[src/rtl/spi_chunk_pkg.sv]
package spi_chunk_pkg;

  typedef enum logic [2:0] {
    SQ_IDLE,
    SQ_LOAD,
    SQ_WAIT,
    SQ_SKIP,
    SQ_DRAIN,
    SQ_GAP,
    SQ_FINISH
  } seq_state_t;

  typedef enum logic [0:0] {
    BE_IDLE,
    BE_SHIFT
  } burst_state_t;

  localparam logic [7:0] OPC_SLOW_READ = 8'h03;
  localparam int         HDR_BYTES     = 4;

  // Length of the next piece: the remainder, clipped to the cap.
  function automatic logic [31:0] chunk_take(input logic [31:0] remain,
                                             input logic [31:0] cap);
    return (remain > cap) ? cap : remain;
  endfunction

  // Command word shifted out first: opcode then 24-bit address.
  function automatic logic [31:0] read_header(input logic [23:0] addr);
    return {OPC_SLOW_READ, addr};
  endfunction

endpackage

[src/rtl/spi_burst_engine.sv]
module spi_burst_engine
  import spi_chunk_pkg::*;
#(
  parameter int HALF_DIV = 2,
  parameter int CNT_W    = 7
) (
  input  logic             clk,
  input  logic             rst_n,
  input  logic             go,
  input  logic [CNT_W-1:0] total,
  input  logic [CNT_W-1:0] tx_cnt,
  input  logic [31:0]      header,
  output logic             sclk,
  output logic             cs_n,
  output logic             mosi,
  input  logic             miso,
  output logic             rx_push,
  output logic [7:0]       rx_byte,
  output logic             burst_end
);

  localparam int DIV_W = (HALF_DIV > 1) ? $clog2(HALF_DIV) : 1;

  burst_state_t     st;
  logic [DIV_W-1:0] div_cnt;
  logic [2:0]       bit_cnt;
  logic [CNT_W-1:0] byte_cnt;
  logic [CNT_W-1:0] total_q;
  logic [CNT_W-1:0] tx_q;
  logic [31:0]      hdr_sh;
  logic [7:0]       tx_sh;
  logic [7:0]       rx_sh;
  logic             half_tick;
  logic             ev_rise;
  logic             ev_fall;
  logic [CNT_W-1:0] next_idx;
  logic             last_byte;

  generate
    if (HALF_DIV > 1) begin : g_div
      assign half_tick = (div_cnt == DIV_W'(HALF_DIV - 1));
    end else begin : g_nodiv
      assign half_tick = 1'b1;
    end
  endgenerate

  assign ev_rise   = (st == BE_SHIFT) && half_tick && !sclk;
  assign ev_fall   = (st == BE_SHIFT) && half_tick && sclk;
  assign next_idx  = byte_cnt + 1'b1;
  assign last_byte = (next_idx == total_q);
  assign mosi      = tx_sh[7];

  always_ff @(posedge clk or negedge rst_n) begin
    if (!rst_n) begin
      st        <= BE_IDLE;
      div_cnt   <= '0;
      bit_cnt   <= '0;
      byte_cnt  <= '0;
      total_q   <= '0;
      tx_q      <= '0;
      hdr_sh    <= '0;
      tx_sh     <= '0;
      rx_sh     <= '0;
      sclk      <= 1'b0;
      cs_n      <= 1'b1;
      rx_push   <= 1'b0;
      rx_byte   <= '0;
      burst_end <= 1'b0;
    end else begin
      rx_push   <= 1'b0;
      burst_end <= 1'b0;
      unique case (st)
        BE_IDLE: begin
          if (go) begin
            st       <= BE_SHIFT;
            cs_n     <= 1'b0;
            sclk     <= 1'b0;
            div_cnt  <= '0;
            bit_cnt  <= '0;
            byte_cnt <= '0;
            total_q  <= total;
            tx_q     <= tx_cnt;
            hdr_sh   <= {header[23:0], 8'h00};
            tx_sh    <= (tx_cnt != '0) ? header[31:24] : 8'h00;
          end
        end
        BE_SHIFT: begin
          div_cnt <= half_tick ? '0 : div_cnt + 1'b1;
          if (ev_rise) begin
            sclk  <= 1'b1;
            rx_sh <= {rx_sh[6:0], miso};
          end
          if (ev_fall) begin
            sclk <= 1'b0;
            if (bit_cnt == 3'd7) begin
              rx_push  <= 1'b1;
              rx_byte  <= rx_sh;
              bit_cnt  <= '0;
              byte_cnt <= next_idx;
              if (last_byte) begin
                st        <= BE_IDLE;
                cs_n      <= 1'b1;
                burst_end <= 1'b1;
                tx_sh     <= 8'h00;
              end else begin
                tx_sh  <= (next_idx < tx_q) ? hdr_sh[31:24] : 8'h00;
                hdr_sh <= {hdr_sh[23:0], 8'h00};
              end
            end else begin
              tx_sh   <= {tx_sh[6:0], 1'b0};
              bit_cnt <= bit_cnt + 1'b1;
            end
          end
        end
        default: st <= BE_IDLE;
      endcase
    end
  end

endmodule

[src/rtl/spi_rx_fifo.sv]
module spi_rx_fifo #(
  parameter int DEPTH = 64,
  parameter int CNT_W = 7
) (
  input  logic             clk,
  input  logic             rst_n,
  input  logic             push,
  input  logic [7:0]       din,
  input  logic             pop,
  output logic [7:0]       dout,
  output logic [CNT_W-1:0] count
);

  localparam int PTR_W = $clog2(DEPTH);

  logic [7:0]       mem [DEPTH];
  logic [PTR_W-1:0] wr_ptr;
  logic [PTR_W-1:0] rd_ptr;

  assign dout = mem[rd_ptr];

  always_ff @(posedge clk) begin
    if (push) mem[wr_ptr] <= din;
  end

  always_ff @(posedge clk or negedge rst_n) begin
    if (!rst_n) begin
      wr_ptr <= '0;
      rd_ptr <= '0;
      count  <= '0;
    end else begin
      if (push) wr_ptr <= wr_ptr + 1'b1;
      if (pop)  rd_ptr <= rd_ptr + 1'b1;
      case ({push, pop})
        2'b10:   count <= count + 1'b1;
        2'b01:   count <= count - 1'b1;
        default: count <= count;
      endcase
    end
  end

endmodule

[src/rtl/spi_chunk_reader.sv]
module spi_chunk_reader
  import spi_chunk_pkg::*;
#(
  parameter int DEST_W     = 16,
  parameter int LEN_W      = 16,
  parameter int FIFO_DEPTH = 64,
  parameter int HALF_DIV   = 2,
  parameter int GAP_CYCLES = 100
) (
  input  logic              clk,
  input  logic              rst_n,
  input  logic              start,
  input  logic [23:0]       src_addr,
  input  logic [DEST_W-1:0] dst_addr,
  input  logic [LEN_W-1:0]  byte_len,
  output logic              busy,
  output logic              done,
  output logic              mem_we,
  output logic [DEST_W-1:0] mem_addr,
  output logic [7:0]        mem_wdata,
  output logic              spi_sclk,
  output logic              spi_cs_n,
  output logic              spi_mosi,
  input  logic              spi_miso
);

  localparam int CNT_W     = $clog2(FIFO_DEPTH + 1);
  localparam int CHUNK_MAX = FIFO_DEPTH - HDR_BYTES;
  localparam int GAP_W     = $clog2(GAP_CYCLES + 1);

  seq_state_t        st;
  logic [23:0]       src_q;
  logic [DEST_W-1:0] dst_q;
  logic [LEN_W-1:0]  remain;
  logic [CNT_W-1:0]  cur_len;
  logic [CNT_W-1:0]  step;
  logic [GAP_W-1:0]  gap_cnt;
  logic              we_q;
  logic [DEST_W-1:0] waddr_q;
  logic [7:0]        wdata_q;

  // Named internal events for the checker.
  logic             ev_chunk_start;
  logic             ev_drop;
  logic             ev_store;
  logic             ev_last_store;
  logic             rx_ready;
  logic             fifo_pop;
  logic [7:0]       fifo_dout;
  logic [CNT_W-1:0] fifo_count;
  logic             rx_push;
  logic [7:0]       rx_byte;
  logic             burst_end;
  logic [CNT_W-1:0] burst_total;
  logic [LEN_W-1:0] remain_after;

  function automatic logic [CNT_W-1:0] len_of(input logic [LEN_W-1:0] r);
    return CNT_W'(chunk_take(32'(r), 32'(CHUNK_MAX)));
  endfunction

  assign ev_chunk_start = (st == SQ_LOAD);
  assign ev_drop        = (st == SQ_SKIP);
  assign ev_store       = (st == SQ_DRAIN);
  assign ev_last_store  = ev_store && (step == cur_len - 1'b1);
  assign fifo_pop       = ev_drop || ev_store;
  assign burst_total    = CNT_W'(HDR_BYTES) + cur_len;
  assign rx_ready       = (fifo_count >= burst_total);
  assign remain_after   = remain - LEN_W'(cur_len);

  assign busy      = (st != SQ_IDLE);
  assign done      = (st == SQ_FINISH);
  assign mem_we    = we_q;
  assign mem_addr  = waddr_q;
  assign mem_wdata = wdata_q;

  spi_burst_engine #(
    .HALF_DIV (HALF_DIV),
    .CNT_W    (CNT_W)
  ) u_burst (
    .clk       (clk),
    .rst_n     (rst_n),
    .go        (ev_chunk_start),
    .total     (burst_total),
    .tx_cnt    (CNT_W'(HDR_BYTES)),
    .header    (read_header(src_q)),
    .sclk      (spi_sclk),
    .cs_n      (spi_cs_n),
    .mosi      (spi_mosi),
    .miso      (spi_miso),
    .rx_push   (rx_push),
    .rx_byte   (rx_byte),
    .burst_end (burst_end)
  );

  spi_rx_fifo #(
    .DEPTH (FIFO_DEPTH),
    .CNT_W (CNT_W)
  ) u_fifo (
    .clk   (clk),
    .rst_n (rst_n),
    .push  (rx_push),
    .din   (rx_byte),
    .pop   (fifo_pop),
    .dout  (fifo_dout),
    .count (fifo_count)
  );

  always_ff @(posedge clk or negedge rst_n) begin
    if (!rst_n) begin
      st      <= SQ_IDLE;
      src_q   <= '0;
      dst_q   <= '0;
      remain  <= '0;
      cur_len <= '0;
      step    <= '0;
      gap_cnt <= '0;
      we_q    <= 1'b0;
      waddr_q <= '0;
      wdata_q <= '0;
    end else begin
      we_q <= 1'b0;
      if (burst_end)            gap_cnt <= GAP_W'(GAP_CYCLES);
      else if (gap_cnt != '0)   gap_cnt <= gap_cnt - 1'b1;

      unique case (st)
        SQ_IDLE: begin
          if (start) begin
            src_q   <= src_addr;
            dst_q   <= dst_addr;
            remain  <= byte_len;
            cur_len <= len_of(byte_len);
            st      <= (byte_len == '0) ? SQ_FINISH : SQ_LOAD;
          end
        end
        SQ_LOAD: st <= SQ_WAIT;
        SQ_WAIT: begin
          if (rx_ready) begin
            step <= '0;
            st   <= SQ_SKIP;
          end
        end
        SQ_SKIP: begin
          if (step == CNT_W'(HDR_BYTES - 1)) begin
            step <= '0;
            st   <= SQ_DRAIN;
          end else begin
            step <= step + 1'b1;
          end
        end
        SQ_DRAIN: begin
          we_q    <= 1'b1;
          waddr_q <= dst_q;
          wdata_q <= fifo_dout;
          dst_q   <= dst_q + 1'b1;
          if (ev_last_store) begin
            src_q   <= src_q + 24'(cur_len);
            remain  <= remain_after;
            cur_len <= len_of(remain_after);
            st      <= SQ_GAP;
          end else begin
            step <= step + 1'b1;
          end
        end
        SQ_GAP: begin
          if (gap_cnt == '0) st <= (remain == '0) ? SQ_FINISH : SQ_LOAD;
        end
        SQ_FINISH: st <= SQ_IDLE;
        default:   st <= SQ_IDLE;
      endcase
    end
  end

endmodule

[config.mk]
export PLATFORM = sky130hd
export DESIGN_NAME = spi_chunk_reader
export DESIGN_NICKNAME = d
export VERILOG_FILES = /design/src/rtl/spi_chunk_pkg.sv /design/src/rtl/spi_burst_engine.sv /design/src/rtl/spi_rx_fifo.sv /design/src/rtl/spi_chunk_reader.sv
export SDC_FILE = /design/constraint.sdc
export NUM_CORES = 1
export LEC_CHECK = 0
export ABC_AREA = 0
export CAP_MARGIN = 20
export CORE_ASPECT_RATIO = 1.4
export CORE_UTILIZATION = 35
export DETAILED_ROUTE_END_ITERATION = 8
export GPL_TIMING_DRIVEN = 0
export PLACE_DENSITY = 0.6
export SLEW_MARGIN = 20
export SYNTH_ARGS = -nofsm -noshare
export SYNTH_HDL_FRONTEND = slang
export SYNTH_HIERARCHICAL = 1
export SYNTH_SLANG_ARGS = --single-unit
[constraint.sdc]
create_clock -name clk -period 10.3 [get_ports clk]
set_input_delay 2.06 -clock clk [delete_from_list [all_inputs] [get_ports clk]]
set_output_delay 2.06 -clock clk [all_outputs]
set_load 0.02 [all_outputs]
== Yosys cells after proc, flatten, opt, wreduce, memory -nomap -nowiden ==
Memory sizes are Yosys's and may differ from the RTL's. A register that Yosys moved wholly into a read port is not among the register bits.
Index checks and enable logic that the tools add are counted.

* Register bits after elaboration: 196
* Logic and storage cells: 171
* Bits in writable memories: 512
* Memories kept: 1
* Input port bits: 60

{| class="wikitable"
|+ Memories
! name !! words !! width !! rd ports !! clocked after Yosys merged registers in !! write ports !! RTL line !! text
|-
| u_fifo.mem || 64 || 8 || 1 || 1 || 1 || spi_rx_fifo.sv:16 || <nowiki>logic [7:0] mem [DEPTH];</nowiki>
|}

* Bitwise logic cells: 1
* Eq/ne operators: 24
* Multiplexer cells: 72
* Reduce and logical (&&, ||, !) cells: 29
* Order comparisons: 4
* Add/subtract/negate cells: 14

{| class="wikitable"
|+ Operators with widths
! operator !! count
|-
| $mux W32 || 4
|-
| $mux W7 || 12
|-
| $pmux W16 S2 || 2
|-
| $pmux W32 S2 || 1
|-
| $mux W16 || 3
|-
| $mux W24 || 2
|-
| $pmux W24 S2 || 1
|-
| $pmux W7 S2 || 3
|-
| $mux W8 || 5
|-
| $gt A16 B6 Y1 const B || 2
|-
| $logic_not A16 Y1 || 2
|-
| $mux W3 || 10
|-
| $add A24 B7 Y24 || 1
|-
| $add A7 B1 Y7 const B || 3
|-
| $mux W1 || 21
|-
| $pmux W7 S3 || 1
|-
| $sub A7 B1 Y7 const B || 3
|-
| $ne A2 B2 Y1 const B || 9
|-
| $pmux W3 S6 || 1
|-
| $add A16 B1 Y16 const B || 1
|-
| $pmux W8 S2 || 1
|-
| $sub A16 B7 Y16 || 1
|-
| $eq A7 B7 Y1 || 2
|-
| $add A6 B1 Y6 const B || 2
|-
| 28 further kinds || 51
|}

== Logic depth before layout (Yosys ltp) ==
* Depth after elaboration: 7
* Gate-level depth with buffers: 16
* Gate-level depth less buffers: 11

== Cells and area by module ==
The synthesis kept the hierarchy.

{| class="wikitable"
|+ Modules (own cells, without submodules)
! module !! cells an instance !! area an instance (µm²) !! times used
|-
| spi_rx_fifo || 1010 || 21046.4 || 1
|-
| spi_chunk_reader || 788 || 6581.3 || 1
|-
| spi_burst_engine || 425 || 4033.9 || 1
|}

== Least setup slack after synthesis ==
Ideal clock, no wire load.

* Kind: reg2reg
* From: register st[1] (netlist name)
* To: register u_fifo.count[6]
* Slack: 6.864 ns
* Period minus slack after synthesis: 3.436 ns
* Setup time: 0.079 ns
* Path buffers: 5
* Stages on the path, launching flop included: 17
* Data required time: 10.221 ns
* Arrival time: 3.357 ns
* Path through: dfrtp_1 clkbuf_1 nor2_1 nand2_1 clkbuf_1 clkbuf_1 buf_1 nand2_1 ha_1 clkbuf_1 xor2_1 ha_1 nand2b_1 o22ai_1 a221oi_1 a211oi_1 xor2_1

{| class="wikitable"
|+ RTL lines
! element !! RTL line !! text
|-
| to (signal assigned) || spi_rx_fifo.sv:35 || <nowiki>2'b10: count <= count + 1'b1;</nowiki>
|-
| to (signal assigned) || spi_rx_fifo.sv:36 || <nowiki>2'b01: count <= count - 1'b1;</nowiki>
|-
| to (signal assigned) || spi_rx_fifo.sv:37 || <nowiki>default: count <= count;</nowiki>
|-
| to (decl) || spi_rx_fifo.sv:11 || <nowiki>output logic [CNT_W-1:0] count</nowiki>
|}

==> run metrics <==
Post-synth EDFFs 512; Layout area overhead 16.4%; clock buffer depth 3; total wire length approximately 86 mm; Lkg Pwr 13.4 nW; final max-slew violation count 0; vias in the first global route 20,700; synthesized area per cell 14.2 um2; commonest cells after routing, fill and taps aside edfxtp_1, nand2_1, dfrtp_1; FF-to-FF End u_fifo/count[6]$_DFFE_PN0P_; final hold vios 0; GRT Util Overall 0.186; WP data arrival approximately 5.5 ns; PostCTS Resize Cnt 0; Slew HR 0.244; # diodes 0; worst slack at placement 5.34 ns; Post-Route Utilization 0.411; Post-Synthesis Cell Area 31,700 um2; Mapped Cells 2,223; Setup Crit Path Kind flop to flop; Initial DRT Pass Iterations 6; Ports 90; num rows 130; worst hold endpoint u_fifo/count[6]$_DFFE_PN0P_; hold_sp u_fifo/count[6]$_DFFE_PN0P_; initial antenna violation count 1; Filler cells 8,102; CTS Sinks 714; final setup margin 5.33 ns; Initial DRC Count 1,903; Hold Path Depth 1; H-tree level count 3; vias per inst about 5.5; WHS 0.481 ns; Synth async-reset ratio 0.283; final setup fails 0; status completed; final cell count without fillers ~3,700; worst skew pair latency 0.64 ns; RSZ-0062 raised after global routing false; synthesis-stage register bit count 714; Tcrit/Tclk final 0.483; CP max FO 10; Post-CTS Hold Buffers 0; DR WL/cell 23.4 um; root buf cell clkbuf_16; die area around 92,000 um2; die height 358 um; core area 89,600 um2; DRT antenna net count 0; first-pass GRT wire length 129 mm; clock-pin slew on the worst setup and hold paths 0.06 ns; placed cells between 3,000 and 4,000; CTS Buf Count 73; Tmin final 4.97 ns; Setup crit end kind flop; grt total ovfl 0; Final #Nets 2,519; Starting Density 0.353; clock skew 0.0267 ns; Syn. warnings 6; critical path launch point type flop; power per cell area 283 nW/um2; r2r setup slk between 5 and 6 ns; placed wire-length estimate after detailed placement 59.6 mm; Post-CTS Setup Bufs 0; Port-buffer cells 89; Placer Congestion 0.931; Worst Tran Pin Value 1.13 ns; sequential share of the synthesized area 0.645; via count 20,000; main flop type after synthesis edfxtp_1; Peak Freq 0.201 GHz; Residual DRC 0; pin count of the biggest net entering global routing 73; critical path required time 10.84 ns; Hold Crit Class flop to flop; DIE WIDTH 256 um; maxcap violations 0; most common cell after layout, fill and taps aside edfxtp_1; CTS tree yes; worst reg2reg path depth 16; reg2reg start st[1]$_DFFE_PN0P_; layout cells sized above 1 0.151; Unique masters post-synth 92; worst vdd ir 0.129 mV
-- worst max-delay path: stages, from the launching register on --
cell	delay, ns
dfrtp_1	0.32
clkbuf_1	0.33
nor2_1	0.15
nand2_1	0.21
clkbuf_1	0.37
clkbuf_1	0.63
buf_1	0.50
nand2_1	0.46
ha_1	0.34
clkbuf_1	0.22
xor2_1	0.22
ha_1	0.26
nand2b_1	0.16
o22ai_1	0.16
a221oi_1	0.10
a211oi_1	0.29
xor2_1	0.17
-- cell usage after synthesis (all sizes together) (7+ instances only) --
library cell  number  area share
or3                8      0.0019
a22oi             12      0.0033
xor2              22      0.0061
nand3b             7      0.0017
nand2            222       0.026
clkbuf            66      0.0079
a31oi             26      0.0051
edfxtp           512        0.49
a21o              20      0.0047
nor3              21      0.0033
a211oi            17      0.0042
a221oi             8      0.0022
o211ai             9      0.0023
nand4b             9      0.0025
buf               63       0.014
nor2b             13      0.0026
nor2             185       0.022
dfrtp            201        0.16
a311oi            11      0.0032
mux4             132       0.094
nand3             37      0.0062
inv               67      0.0079
o2bb2ai            7      0.0019
nand4             19      0.0038
o22a               8      0.0022
o21a              10      0.0024
nor4               9      0.0018
and2              10      0.0020
mux2              30       0.011
xnor2             32      0.0089
o22ai             33      0.0065
nand2b            16      0.0032
ha                43       0.017
mux2i             52       0.016
o21ai             89       0.014
a21oi            100       0.016
and3              19      0.0038
-- registers in the layout, indices dropped and copies added (netlist names), 7 cells and up --
name and flops:
u_burst/tx_q 7, u_burst/hdr_sh 24, u_burst/total_q 7, u_burst/rx_sh 8, mem_addr 16, src_q 24
u_burst/byte_cnt 7, mem_wdata 8, remain 16, step 7, u_burst/tx_sh 8, u_burst/rx_byte 8
u_fifo/count 7, u_fifo/mem 512, cur_len 7, gap_cnt 7, dst_q 16
-- cell type report --
class / count / area [um2] / area share
Buffer: 129 / 677 / 0.0184
Sequential cell: 714 / 20400 / 0.555
Clock inverter: 51 / 662 / 0.0180
Timing Repair Buffer: 96 / 1060 / 0.0287
Multi-Input combinational cell: 1333 / 10400 / 0.282
Clock buffer: 83 / 1860 / 0.0506
Inverter: 67 / 251 / 0.00683
Tap cell: 1188 / 1490 / 0.0403
-- per-stage QoR --
| stage | instance area [um2] | TNS, ns | power (mW) |
|---|---|---|---|
| 2_1_floorplan | 31700 | 0 | 6.39 |
| 3_3_place_gp | 34100 | -353.11 | 7.60 |
| 3_5_place_dp | 34300 | 0 | 7.72 |
| 4_1_cts | 36800 | 0 | 10.5 |
| 5_1_grt | 36800 | 0 | 10.9 |
| 6_report | 36800 | 0 | 10.4 |
-- cells by family after synthesis --
| group | after synthesis | synth area share |
|---|---|---|
| AO/OA/AOI/OAI | 397 | 0.0818 |
| XOR/XNOR | 56 | 0.0164 |
| adder cells (fa/ha/maj) | 45 | 0.0183 |
| buffers and inverters | 196 | 0.0293 |
| flip-flops | 714 | 0.645 |
| multiplexers | 214 | 0.122 |
| other | 2 | 0.000237 |
| AND/OR/NAND/NOR | 599 | 0.0871 |
-- metal layers --
layer  wire [um]  track usage
met1       32400        0.216
met2       45300        0.341
met3        4510       0.0255
met4        3460       0.0775
met5           0            0
-- power by group --
part | internal [mW] | switching [mW] | leakage, nW
clock | 1.58 | 1.17 | 1.19
combinational | 1.51 | 2.08 | 5.04
sequential | 3.63 | 0.466 | 7.19
-- worst max path at each step --
stage	from	endpoint	slack, ns	depth (start not counted)
global route	st[1]$_DFFE_PN0P_	u_fifo/count[6]$_DFFE_PN0P_	5.05	16
finish	st[1]$_DFFE_PN0P_	u_fifo/count[6]$_DFFE_PN0P_	5.33	16
CTS	st[1]$_DFFE_PN0P_	u_fifo/count[6]$_DFFE_PN0P_	5.33	16
global placement	rst_n	mem_addr[14]$_DFFE_PN0P_	-1.80	1
detailed placement	st[1]$_DFFE_PN0P_	u_fifo/count[6]$_DFFE_PN0P_	5.34	16
floorplan	st[1]$_DFFE_PN0P_	u_fifo/count[6]$_DFFE_PN0P_	6.86	16
Power figures use the tool's default switching activity.
